<file path="config.mk">
export PLATFORM = sky130hd
export DESIGN_NAME = sar_conv_ctrl
export DESIGN_NICKNAME = d
export VERILOG_FILES = /design/src/rtl/sar_pkg.sv /design/src/rtl/sar_prescale.sv /design/src/rtl/sar_step_ctrl.sv /design/src/rtl/sar_approx.sv /design/src/rtl/sar_conv_ctrl.sv
export SDC_FILE = /design/constraint.sdc
export NUM_CORES = 1
export LEC_CHECK = 0
export BUFFER_PORTS_ARGS = -buffer_cell sky130_fd_sc_hd__buf_2
export CORE_MARGIN = 2
export CORE_UTILIZATION = 53
export CTS_BUF_LIST = sky130_fd_sc_hd__clkbuf_4
export DETAILED_ROUTE_END_ITERATION = 16
export MAX_ROUTING_LAYER = met4
export PLACE_DENSITY_LB_ADDON = 0.2
export RECOVER_POWER = 25
export SYNTH_ARGS = -nofsm -noshare
export SYNTH_HDL_FRONTEND = slang
export SYNTH_SLANG_ARGS = --single-unit
</file>
<file path="constraint.sdc">
create_clock -name clk -period 2.9 [get_ports clk]
set_input_delay 0.435 -clock clk [delete_from_list [all_inputs] [get_ports clk]]
set_output_delay 0.435 -clock clk [all_outputs]
set_load 0.05 [all_outputs]
</file>
<file path="src/rtl/sar_pkg.sv">
package sar_pkg;

  typedef struct packed {
    logic       res10;
    logic       rpt;
    logic       sh;
    logic [1:0] div;
  } sar_cfg_t;

  function automatic logic [1:0] div_limit(input logic [1:0] sel);
    case (sel)
      2'd0:    div_limit = 2'd0;
      2'd1:    div_limit = 2'd1;
      default: div_limit = 2'd3;
    endcase
  endfunction

endpackage

</file>
<file path="src/rtl/sar_prescale.sv">
module sar_prescale
  import sar_pkg::*;
(
  input  logic       clk,
  input  logic       rst_n,
  input  logic       run,
  input  logic [1:0] div,
  output logic       tick
);

  logic [1:0] cnt_q, cnt_d;
  logic [1:0] lim;

  always_comb begin
    lim   = div_limit(div);
    tick  = run && (cnt_q == lim);
    cnt_d = cnt_q;
    if (!run)      cnt_d = 2'd0;
    else if (tick) cnt_d = 2'd0;
    else           cnt_d = cnt_q + 2'd1;
  end

  always_ff @(posedge clk or negedge rst_n) begin
    if (!rst_n) cnt_q <= 2'd0;
    else        cnt_q <= cnt_d;
  end

  // with a divide ratio above 1, ticks never fall on adjacent cycles
  a_r4_tick_spaced: assert property (@(posedge clk) disable iff (!rst_n)
    (tick && run && lim != 2'd0) |=> !tick);

endmodule

</file>
<file path="src/rtl/sar_step_ctrl.sv">
module sar_step_ctrl #(
  parameter int RES_W     = 10,
  parameter int LO_W      = 8,
  parameter int LEN_LO    = 49,
  parameter int LEN_HI    = 59,
  parameter int LEN_LO_SH = 28,
  parameter int LEN_HI_SH = 33,
  parameter int CNT_W     = 6,
  parameter int POS_W     = 4
) (
  input  logic             clk,
  input  logic             rst_n,
  input  logic             run,
  input  logic             tick,
  input  logic             res10,
  input  logic             sh,
  output logic             sampling,
  output logic             trial,
  output logic [POS_W-1:0] pos,
  output logic             last
);

  localparam logic [CNT_W-1:0] L_LO    = CNT_W'(LEN_LO);
  localparam logic [CNT_W-1:0] L_HI    = CNT_W'(LEN_HI);
  localparam logic [CNT_W-1:0] L_LO_SH = CNT_W'(LEN_LO_SH);
  localparam logic [CNT_W-1:0] L_HI_SH = CNT_W'(LEN_HI_SH);
  localparam logic [CNT_W-1:0] B_LO    = CNT_W'(LO_W);
  localparam logic [CNT_W-1:0] B_HI    = CNT_W'(RES_W);

  logic [CNT_W-1:0] cnt_q, cnt_d;
  logic [CNT_W-1:0] len, nbits, settle, off, p;

  always_comb begin
    if (res10) len = sh ? L_HI_SH : L_HI;
    else       len = sh ? L_LO_SH : L_LO;
    nbits    = res10 ? B_HI : B_LO;
    settle   = len - nbits;
    sampling = run && (cnt_q < settle);
    trial    = run && !(cnt_q < settle);
    off      = cnt_q - settle;
    p        = nbits - CNT_W'(1) - off;
    pos      = p[POS_W-1:0];
    last     = trial && (cnt_q == len - CNT_W'(1));
  end

  always_comb begin
    cnt_d = cnt_q;
    if (!run)      cnt_d = '0;
    else if (tick) cnt_d = last ? '0 : cnt_q + CNT_W'(1);
  end

  always_ff @(posedge clk or negedge rst_n) begin
    if (!rst_n) cnt_q <= '0;
    else        cnt_q <= cnt_d;
  end

  // the tick counter never runs past the conversion length
  a_r3_cnt_in_range: assert property (@(posedge clk) disable iff (!rst_n)
    run |-> (cnt_q < len));

  // an idle engine holds its counter at zero
  a_r10_idle_cnt_zero: assert property (@(posedge clk) disable iff (!rst_n)
    !run |=> (cnt_q == '0));

endmodule

</file>
<file path="src/rtl/sar_approx.sv">
module sar_approx #(
  parameter int RES_W = 10,
  parameter int POS_W = 4
) (
  input  logic             clk,
  input  logic             rst_n,
  input  logic             clr,
  input  logic             upd,
  input  logic             trial,
  input  logic [POS_W-1:0] pos,
  input  logic             cmp,
  output logic [RES_W-1:0] dac_code,
  output logic [RES_W-1:0] code_fin
);

  logic [RES_W-1:0] bits_q, bits_d, probe;

  for (genvar i = 0; i < RES_W; i++) begin : g_bit
    always_comb begin
      probe[i] = (pos == POS_W'(i));
      if (clr)                  bits_d[i] = 1'b0;
      else if (upd && probe[i]) bits_d[i] = cmp;
      else                      bits_d[i] = bits_q[i];
    end
  end

  always_comb begin
    dac_code = trial ? (bits_q | probe) : '0;
    code_fin = cmp ? (bits_q | probe) : bits_q;
  end

  always_ff @(posedge clk or negedge rst_n) begin
    if (!rst_n) bits_q <= '0;
    else        bits_q <= bits_d;
  end

  // a trial code always has the bit under test set
  a_r5_probe_set: assert property (@(posedge clk) disable iff (!rst_n)
    trial |-> ((dac_code & probe) != '0));

endmodule

</file>
<file path="src/rtl/sar_conv_ctrl.sv">
module sar_conv_ctrl
  import sar_pkg::*;
#(
  parameter int RES_W     = 10,
  parameter int LO_W      = 8,
  parameter int CH_W      = 3,
  parameter int LEN_LO    = 49,
  parameter int LEN_HI    = 59,
  parameter int LEN_LO_SH = 28,
  parameter int LEN_HI_SH = 33
) (
  input  logic             clk,
  input  logic             rst_n,
  input  logic             start_wr,
  input  logic             start_val,
  input  logic             ref_en,
  input  logic [CH_W-1:0]  chan_sel,
  input  logic             res_sel,
  input  logic             rpt_sel,
  input  logic             sh_sel,
  input  logic [1:0]       div_sel,
  input  logic             cmp_in,
  output logic [CH_W-1:0]  mux_sel,
  output logic [RES_W-1:0] dac_code,
  output logic             sample_o,
  output logic             busy,
  output logic [RES_W-1:0] result,
  output logic             done
);

  localparam int LEN_MAX = (LEN_HI > LEN_LO) ? LEN_HI : LEN_LO;
  localparam int CNT_W   = $clog2(LEN_MAX + 1);
  localparam int POS_W   = $clog2(RES_W);

  // reset asserted asynchronously, released on a clock edge
  logic [1:0] rsync_q;
  logic       rst_ni;

  always_ff @(posedge clk or negedge rst_n) begin
    if (!rst_n) rsync_q <= 2'b00;
    else        rsync_q <= {rsync_q[0], 1'b1};
  end
  assign rst_ni = rsync_q[1];

  logic             go_q, go_d;
  sar_cfg_t         cfg_q, cfg_d;
  logic [CH_W-1:0]  chan_q, chan_d;
  logic [RES_W-1:0] result_q, result_d;
  logic             done_q, done_d;
  logic             tick, sampling, trial, last, complete, start_set;
  logic [POS_W-1:0] pos;
  logic [RES_W-1:0] code_fin;

  sar_prescale u_div (
    .clk   (clk),
    .rst_n (rst_ni),
    .run   (go_q),
    .div   (cfg_q.div),
    .tick  (tick)
  );

  sar_step_ctrl #(
    .RES_W(RES_W), .LO_W(LO_W),
    .LEN_LO(LEN_LO), .LEN_HI(LEN_HI), .LEN_LO_SH(LEN_LO_SH), .LEN_HI_SH(LEN_HI_SH),
    .CNT_W(CNT_W), .POS_W(POS_W)
  ) u_step (
    .clk      (clk),
    .rst_n    (rst_ni),
    .run      (go_q),
    .tick     (tick),
    .res10    (cfg_q.res10),
    .sh       (cfg_q.sh),
    .sampling (sampling),
    .trial    (trial),
    .pos      (pos),
    .last     (last)
  );

  sar_approx #(.RES_W(RES_W), .POS_W(POS_W)) u_sar (
    .clk      (clk),
    .rst_n    (rst_ni),
    .clr      (!go_q || complete),
    .upd      (tick && trial),
    .trial    (trial),
    .pos      (pos),
    .cmp      (cmp_in),
    .dac_code (dac_code),
    .code_fin (code_fin)
  );

  always_comb begin
    complete  = tick && last;
    start_set = start_wr && start_val && ref_en && !go_q;
    go_d      = go_q;
    cfg_d     = cfg_q;
    chan_d    = chan_q;
    result_d  = result_q;
    done_d    = complete;
    if (start_wr)                     go_d = start_val && (go_q || ref_en);
    else if (complete && !cfg_q.rpt)  go_d = 1'b0;
    if (start_set) begin
      cfg_d.res10 = res_sel && !rpt_sel;
      cfg_d.rpt   = rpt_sel;
      cfg_d.sh    = sh_sel;
      cfg_d.div   = div_sel;
      chan_d      = chan_sel;
    end
    if (complete) result_d = code_fin;
  end

  always_ff @(posedge clk or negedge rst_ni) begin
    if (!rst_ni) begin
      go_q     <= 1'b0;
      cfg_q    <= '0;
      chan_q   <= '0;
      result_q <= '0;
      done_q   <= 1'b0;
    end else begin
      go_q     <= go_d;
      cfg_q    <= cfg_d;
      chan_q   <= chan_d;
      result_q <= result_d;
      done_q   <= done_d;
    end
  end

  assign mux_sel  = chan_q;
  assign sample_o = sampling;
  assign busy     = go_q;
  assign result   = result_q;
  assign done     = done_q;

  // a start only takes hold with the reference connected
  a_r2_start_needs_ref: assert property (@(posedge clk) disable iff (!rst_ni)
    $rose(go_q) |-> $past(ref_en));

  // completion is a single-cycle pulse
  a_r7_done_pulse: assert property (@(posedge clk) disable iff (!rst_ni)
    done_q |=> !done_q);

  // one-shot conversions drop the run bit as they finish
  a_r7_oneshot_stops: assert property (@(posedge clk) disable iff (!rst_ni)
    (done_q && !cfg_q.rpt && !$past(start_wr)) |-> !go_q);

  // repeat mode never runs at the high resolution
  a_r9_rpt_lo_res: assert property (@(posedge clk) disable iff (!rst_ni)
    (go_q && cfg_q.rpt) |-> !cfg_q.res10);

  // low-resolution results keep the upper bits clear
  a_r5_upper_zero: assert property (@(posedge clk) disable iff (!rst_ni)
    (done_q && !cfg_q.res10) |-> (result_q[RES_W-1:LO_W] == '0));

  // no trial code is driven while sampling
  a_r6_dac_quiet: assert property (@(posedge clk) disable iff (!rst_ni)
    sample_o |-> (dac_code == '0));

endmodule

</file>
* Word-level counts from Yosys, hierarchy flattened
Cells that the tools add are included. Widths: inputs -> output; s select.
Storage, ports and cells: flip-flop bits (word level) 40, bits of input ports 14, output and inout bits 26, word-level logic and storage cells 118
Cells by class: $add $sub $neg 7, magnitude comparators 1, equality and inequality tests 13, mux-type cells 34, bitwise operators 1, reductions and logical operators 41
Operators by type and width (number):
- $mux 6 | 5
- $logic_and 1x1->1 | 22
- $mux 1 | 22
- $reduce_bool 2->1 | 11
- $mux 10 | 2
- $eq 4x3->1 const B | 4
- $or 10x10->10 | 1
- $eq 4x2->1 const B | 2
- $eq 4x4->1 const B | 2
- $sub 4x4->4 | 2
- $add 6x1->6 const B | 1
- $eq 6x6->1 | 1
- $lt 6x6->1 | 1
- $mux 2 | 3
- $sub 6x1->6 const B | 1
- $sub 6x4->6 | 1
- $mux 5 | 1
- $eq 4x1->1 const B | 1
- $logic_not 1->1 | 4
- $logic_not 4->1 | 1
- $pmux 2 s2 | 1
- $sub 4x1->4 const B | 1
- $add 2x1->2 const B | 1
- $eq 2x1->1 const B | 1
- other kinds (4) | 5

* Longest topological paths before layout
word-level depth 11, depth in mapped cells 12, mapped depth without buffers 12

* By module
Synthesis repeated with hierarchy kept, for this count alone.
Unflattened totals: cells, all modules 240, area, all modules 2532.4 µm²
By module, submodules not included:
- sar_conv_ctrl | instances 1, cells an instance 52, area an instance 848.3 µm², seq. area each 550.5 µm²
- sar_approx | instances 1, cells an instance 87, area an instance 783.3 µm², seq. area each 250.2 µm²
- sar_step_ctrl | instances 1, cells an instance 88, area an instance 783.3 µm², seq. area each 150.1 µm²
- sar_prescale | instances 1, cells an instance 13, area an instance 117.6 µm², seq. area each 50.0 µm²

* Least setup slack after synthesis
No wires, ideal clock.
path type reg2out, start point register cfg_q[4] (netlist bit), end point output dac_code[0], data arrival time 3014 ps, data required time 2465 ps, setup slack -549 ps, cell stages (with the launch flop) 11, buffers on the path 0, cells stage by stage dfrtp_1 > inv_1 > ha_1 > xor2_1 > ha_1 > inv_1 > fa_1 > xor3_1 > nor2_1 > a21oi_1 > nor2_1
Between the ends: cells in the longest elaborated chain, start to end 7
RTL lines:
- start: declaration | RTL line sar_conv_ctrl.sv:46 | sar_cfg_t cfg_q, cfg_d;
- start signal: assignment | RTL line sar_conv_ctrl.sv:120 | cfg_q <= cfg_d;
- $mux 6 / $mux 2 (equally long branches) | RTL line sar_step_ctrl.sv:34, sar_step_ctrl.sv:36
- $sub 6x4->6 | RTL line sar_step_ctrl.sv:37 | settle = len - nbits;
- $sub 4x4->4 | RTL line sar_step_ctrl.sv:40 | off = cnt_q - settle;
- $sub 4x4->4 | RTL line sar_step_ctrl.sv:41 | p = nbits - CNT_W'(1) - off;
- $logic_not 4->1 | RTL line sar_approx.sv:20 | probe[i] = (pos == POS_W'(i));
- $or 10x10->10 | RTL line sar_approx.sv:28 | dac_code = trial ? (bits_q | probe) : '0;
- $mux 10 * | RTL line sar_approx.sv:28
- end: declaration | RTL line sar_conv_ctrl.sv:24 | output logic [RES_W-1:0] dac_code,
Mark *: on every way between the ends. The rest lies on a longest branch, timed or not.

* Final worst setup path
start point register cfg_q[4] (netlist bit), end point output dac_code[1]
Between the ends: cells in the longest elaborated chain, start to end 7
RTL lines (RTL line):
- $mux 6 / $mux 2 (equally long branches) | sar_step_ctrl.sv:34, sar_step_ctrl.sv:36
- $sub 6x4->6 | sar_step_ctrl.sv:37
- $sub 4x4->4 | sar_step_ctrl.sv:40
- $sub 4x4->4 | sar_step_ctrl.sv:41
- $eq 4x1->1 | sar_approx.sv:20
- $or 10x10->10 | sar_approx.sv:28
- $mux 10 * | sar_approx.sv:28
Marks and branches as above.

==> impl_metrics.csv <==
group,metric,value,unit
global_route,grt_pass1_wl,10.5,mm
timing,slew_headroom,13.2,%
synthesis,synth_fp_nets,286,
clock_tree,clock_sinks,40,
synthesis,ys_ff_latch,40,
finish,nFillCells,299,
global_route,grt-busiest-layer,"met2",
outcome,status,"complete, but fails checks",
die,die_h,72.5,um
global_route,grt_overflow,0,
clock_tree,cts_tree,"done",
die,pin_count,40,
die,coreArea,4440,sq um
finish,utilization,76.7,%
route,wl_per_cell,16.3,um
clock_tree,insertion_delay,350,ps
global_route,first_global_vias,2207,
timing,period_minus_slack,3360,ps
placement,io_buffers,39,
timing,skew,11.6,ps
die,die_w,72.5,um
timing,grt_setup_unrepaired,"true",
global_route,use_met2,39.2,%
die,die_area,5250,sq um
synthesis,syn_area,2480,sq um
finish,seq_area,1000,sq um
finish,drive_gt1_share,44.8,%
route,first_pass_iters,5,
timing,worst_slew_pin_slew,1300,ps
finish,multi_input_area,1560,sq um
global_route,met3_usage,4.31,%
timing,maxSlewViolCount,0,
global_route,grt_max_degree,25,
clock_tree,cts_buffers,5,
placement,gp_congestion,0.866,
route,drt_iter0_drc,218,
placement,post-place-ws,-334,ps
route,drc,0,
timing,setup_tns,-4800,ps
setup_path,arrival,2920,ps
finish,nNetsFinal,365,
clock_tree,cts.path.max_buffers,2,
run,cap_violations,0,
finish,num_antenna_cells,0,
synthesis,postSynthCellCount,255,
placement,dpl_cell_area,3040,sq um
clock_tree,clkTransAtPathRegs,120,ps
timing,setup_viol,18,
global_route,use_met1,36.7,%
timing,whs,236,ps
setup_path,ff2ff_setup_slack,-80,ps
global_route,antenna_found_initial,0,
route,ant_nets,0,
route,routed_via_density,5.90,
setup_path,reg2reg_depth,15,
power_and_ir_drop,p_leak,1.50,nW
power_and_ir_drop,power,2.49,mW
setup_path,cp-start-kind,"flop",
timing,fmax,0.298,GHz
finish,final_cells,387,
placement,place_inst,364,
hold_path,min_path_type,"reg2async",
setup_path,crit_fanout,6,
finish,design_area,3410,sq um
global_route,grt_usage,26.4,%
setup_path,criticalPathCategory,"reg2out",
setup_path,crit_required,2470,ps
synthesis,synth.avg_cell_area,9.74,sq um
outcome,violations,"negative setup slack",
power_and_ir_drop,power_density,732,nW/um^2
finish,syn_to_final_growth,37.2,%
placement,dpl.hpwl,4.34,mm
clock_tree,root_buffer,"clkbuf_4",
timing,period_share,116,%
setup_path,end_kind,"output port",
die,initial_utilization,55.9,%
synthesis,synth_seq_area_share,40.3,%
setup_path,timing.rr.start,"cfg_q[4]",
timing,setup_ws,-460,ps
route,vias,2285,
route,drt_wl_total,6.32,mm
synthesis,synth.distinct_cells,47,
clock_tree,cts_max_level,2,
die,rows,24,
timing,finalHoldViolCount,0,
synthesis,synth_warnings,0,
power_and_ir_drop,ir_worst_vdd,0.000408,V
setup_path,r2r-end,"result[1]",
[how the worst max path moves through the flow]
stage / slack [ps] / from / endpoint
after detailed placement: -330 / cfg_q[2] / dac_code[1]
after floorplan: -100 / cfg_q[4] / dac_code[0]
after global routing: -570 / cfg_q[4] / dac_code[1]
final: -460 / cfg_q[4] / dac_code[1]
after CTS: -440 / cfg_q[4] / dac_code[8]
after global placement: -240 / cfg_q[2] / dac_code[1]
[cells in the final DEF, fill, tap and decap left out, types with 3 or more instances in the layout]
cell and instances:
nand3_1 9, dfrtp_1 38, a21oi_1 19, and2_1 4, nor2_2 4, ha_1 12
inv_2 5, mux2_4 6, a31oi_1 3, mux2i_1 3, nand4_1 8, nor2_4 12
buf_8 8, o22ai_1 3, clkbuf_4 5, nand2b_1 4, mux2_2 9, nor2_1 7
o21bai_1 6, o211ai_1 3, nand2_1 13, a21oi_2 8, buf_4 38, buf_2 27
buf_6 6, o21ai_0 7, o31ai_1 8, inv_1 12
[where the power goes]
group | switching, mW | internal (mW) | leakage, nW
Combinational | 0.831 | 0.671 | 0.947
Sequential | 0.0383 | 0.595 | 0.518
Clock | 0.183 | 0.176 | 0.0403
Total | 1.05 | 1.44 | 1.50
[layer usage]
metal	share of wire, %	routed length (um)
met1	45	2860
met2	47	2970
met3	6.2	390
met4	1.6	99
met5	0	0
[layout make-up]
cell class | instances | share of cell area [%]
clock buffer | 5 | 1.10
clock inverter | 3 | 1.10
inverter | 17 | 1.87
multi-input combinational | 187 | 45.6
sequential | 40 | 29.4
tap | 52 | 1.91
timing repair buffer | 83 | 18.9
[sequential cells by signal, indices dropped and copies added (netlist names)]
name	flops
done	1
u_step.cnt_q	6
u_div.cnt_q	2
rsync_q	2
u_sar.bits_q	10
result	10
cfg_q	5
mux_sel	3
busy	1
[timing repair]
item | in CTS | in global routing
hold buffers | 1 | 0
pin swaps | 19 | 10
setup endpoints to repair | 18 | 22
buffers inserted | 6 | 8
resized for setup | 37 | 15
cloned | 0 | 0
hold endpoints to repair | 2 | 0
[cell usage after synthesis, drive strengths merged]
| master | count | area (sq um) |
|---|---|---|
| a211oi | 1 | 12.5 |
| a21o | 1 | 7.51 |
| a21oi | 28 | 144 |
| a31oi | 3 | 18.8 |
| and2 | 5 | 31.3 |
| and3 | 2 | 12.5 |
| and4 | 1 | 8.76 |
| buf | 5 | 36.3 |
| clkbuf | 6 | 22.5 |
| conb | 1 | 3.75 |
| dfrtp | 40 | 1000 |
| fa | 1 | 20.0 |
| ha | 16 | 200 |
| inv | 17 | 63.8 |
| mux2 | 15 | 191 |
| mux2i | 3 | 30.0 |
| nand2 | 13 | 48.8 |
| nand2b | 4 | 25.0 |
| nand3 | 9 | 45.0 |
| nand3b | 2 | 18.8 |
| nand4 | 8 | 50.1 |
| nand4bb | 1 | 11.3 |
| nor2 | 23 | 86.3 |
| nor2b | 2 | 12.5 |
| nor3 | 2 | 10.0 |
| nor4 | 1 | 21.3 |
| nor4b | 1 | 8.76 |
| o211a | 1 | 10.0 |
| o211ai | 3 | 22.5 |
| o21ai | 7 | 35.0 |
| o21bai | 6 | 45.0 |
| o22a | 1 | 8.76 |
| o22ai | 3 | 18.8 |
| o31ai | 9 | 72.6 |
| o41ai | 2 | 17.5 |
| or2 | 2 | 12.5 |
| or3 | 1 | 6.26 |
| or4 | 1 | 7.51 |
| xnor2 | 4 | 35.0 |
| xor2 | 3 | 26.3 |
| xor3 | 1 | 23.8 |
[worst max-delay path: stages, from the launching register on]
cell and delay [ps]:
dfrtp_2 450, inv_2 80, ha_4 170, xor2_2 180
ha_1 310, inv_2 40, fa_2 320, xor3_2 270
buf_4 170, nor2_4 190, a21oi_2 110, nor2_4 130
buf_8 160
[logic make-up (layout without fill, tap and decap cells)]
| group | after synthesis | count (layout) | share of synthesized area (%) |
|---|---|---|---|
| buffers and inverters | 28 | 108 | 4.94 |
| AOI/OAI and AO/OA | 65 | 65 | 16.6 |
| other | 1 | 1 | 0.151 |
| muxes | 18 | 18 | 8.92 |
| adders and majority gates | 17 | 17 | 8.87 |
| and+or+nand+nor | 78 | 78 | 16.8 |
| xor gates and xnor gates | 8 | 8 | 3.43 |
| DFF | 40 | 40 | 40.3 |
Note: power is estimated with default switching activity, not from simulation.
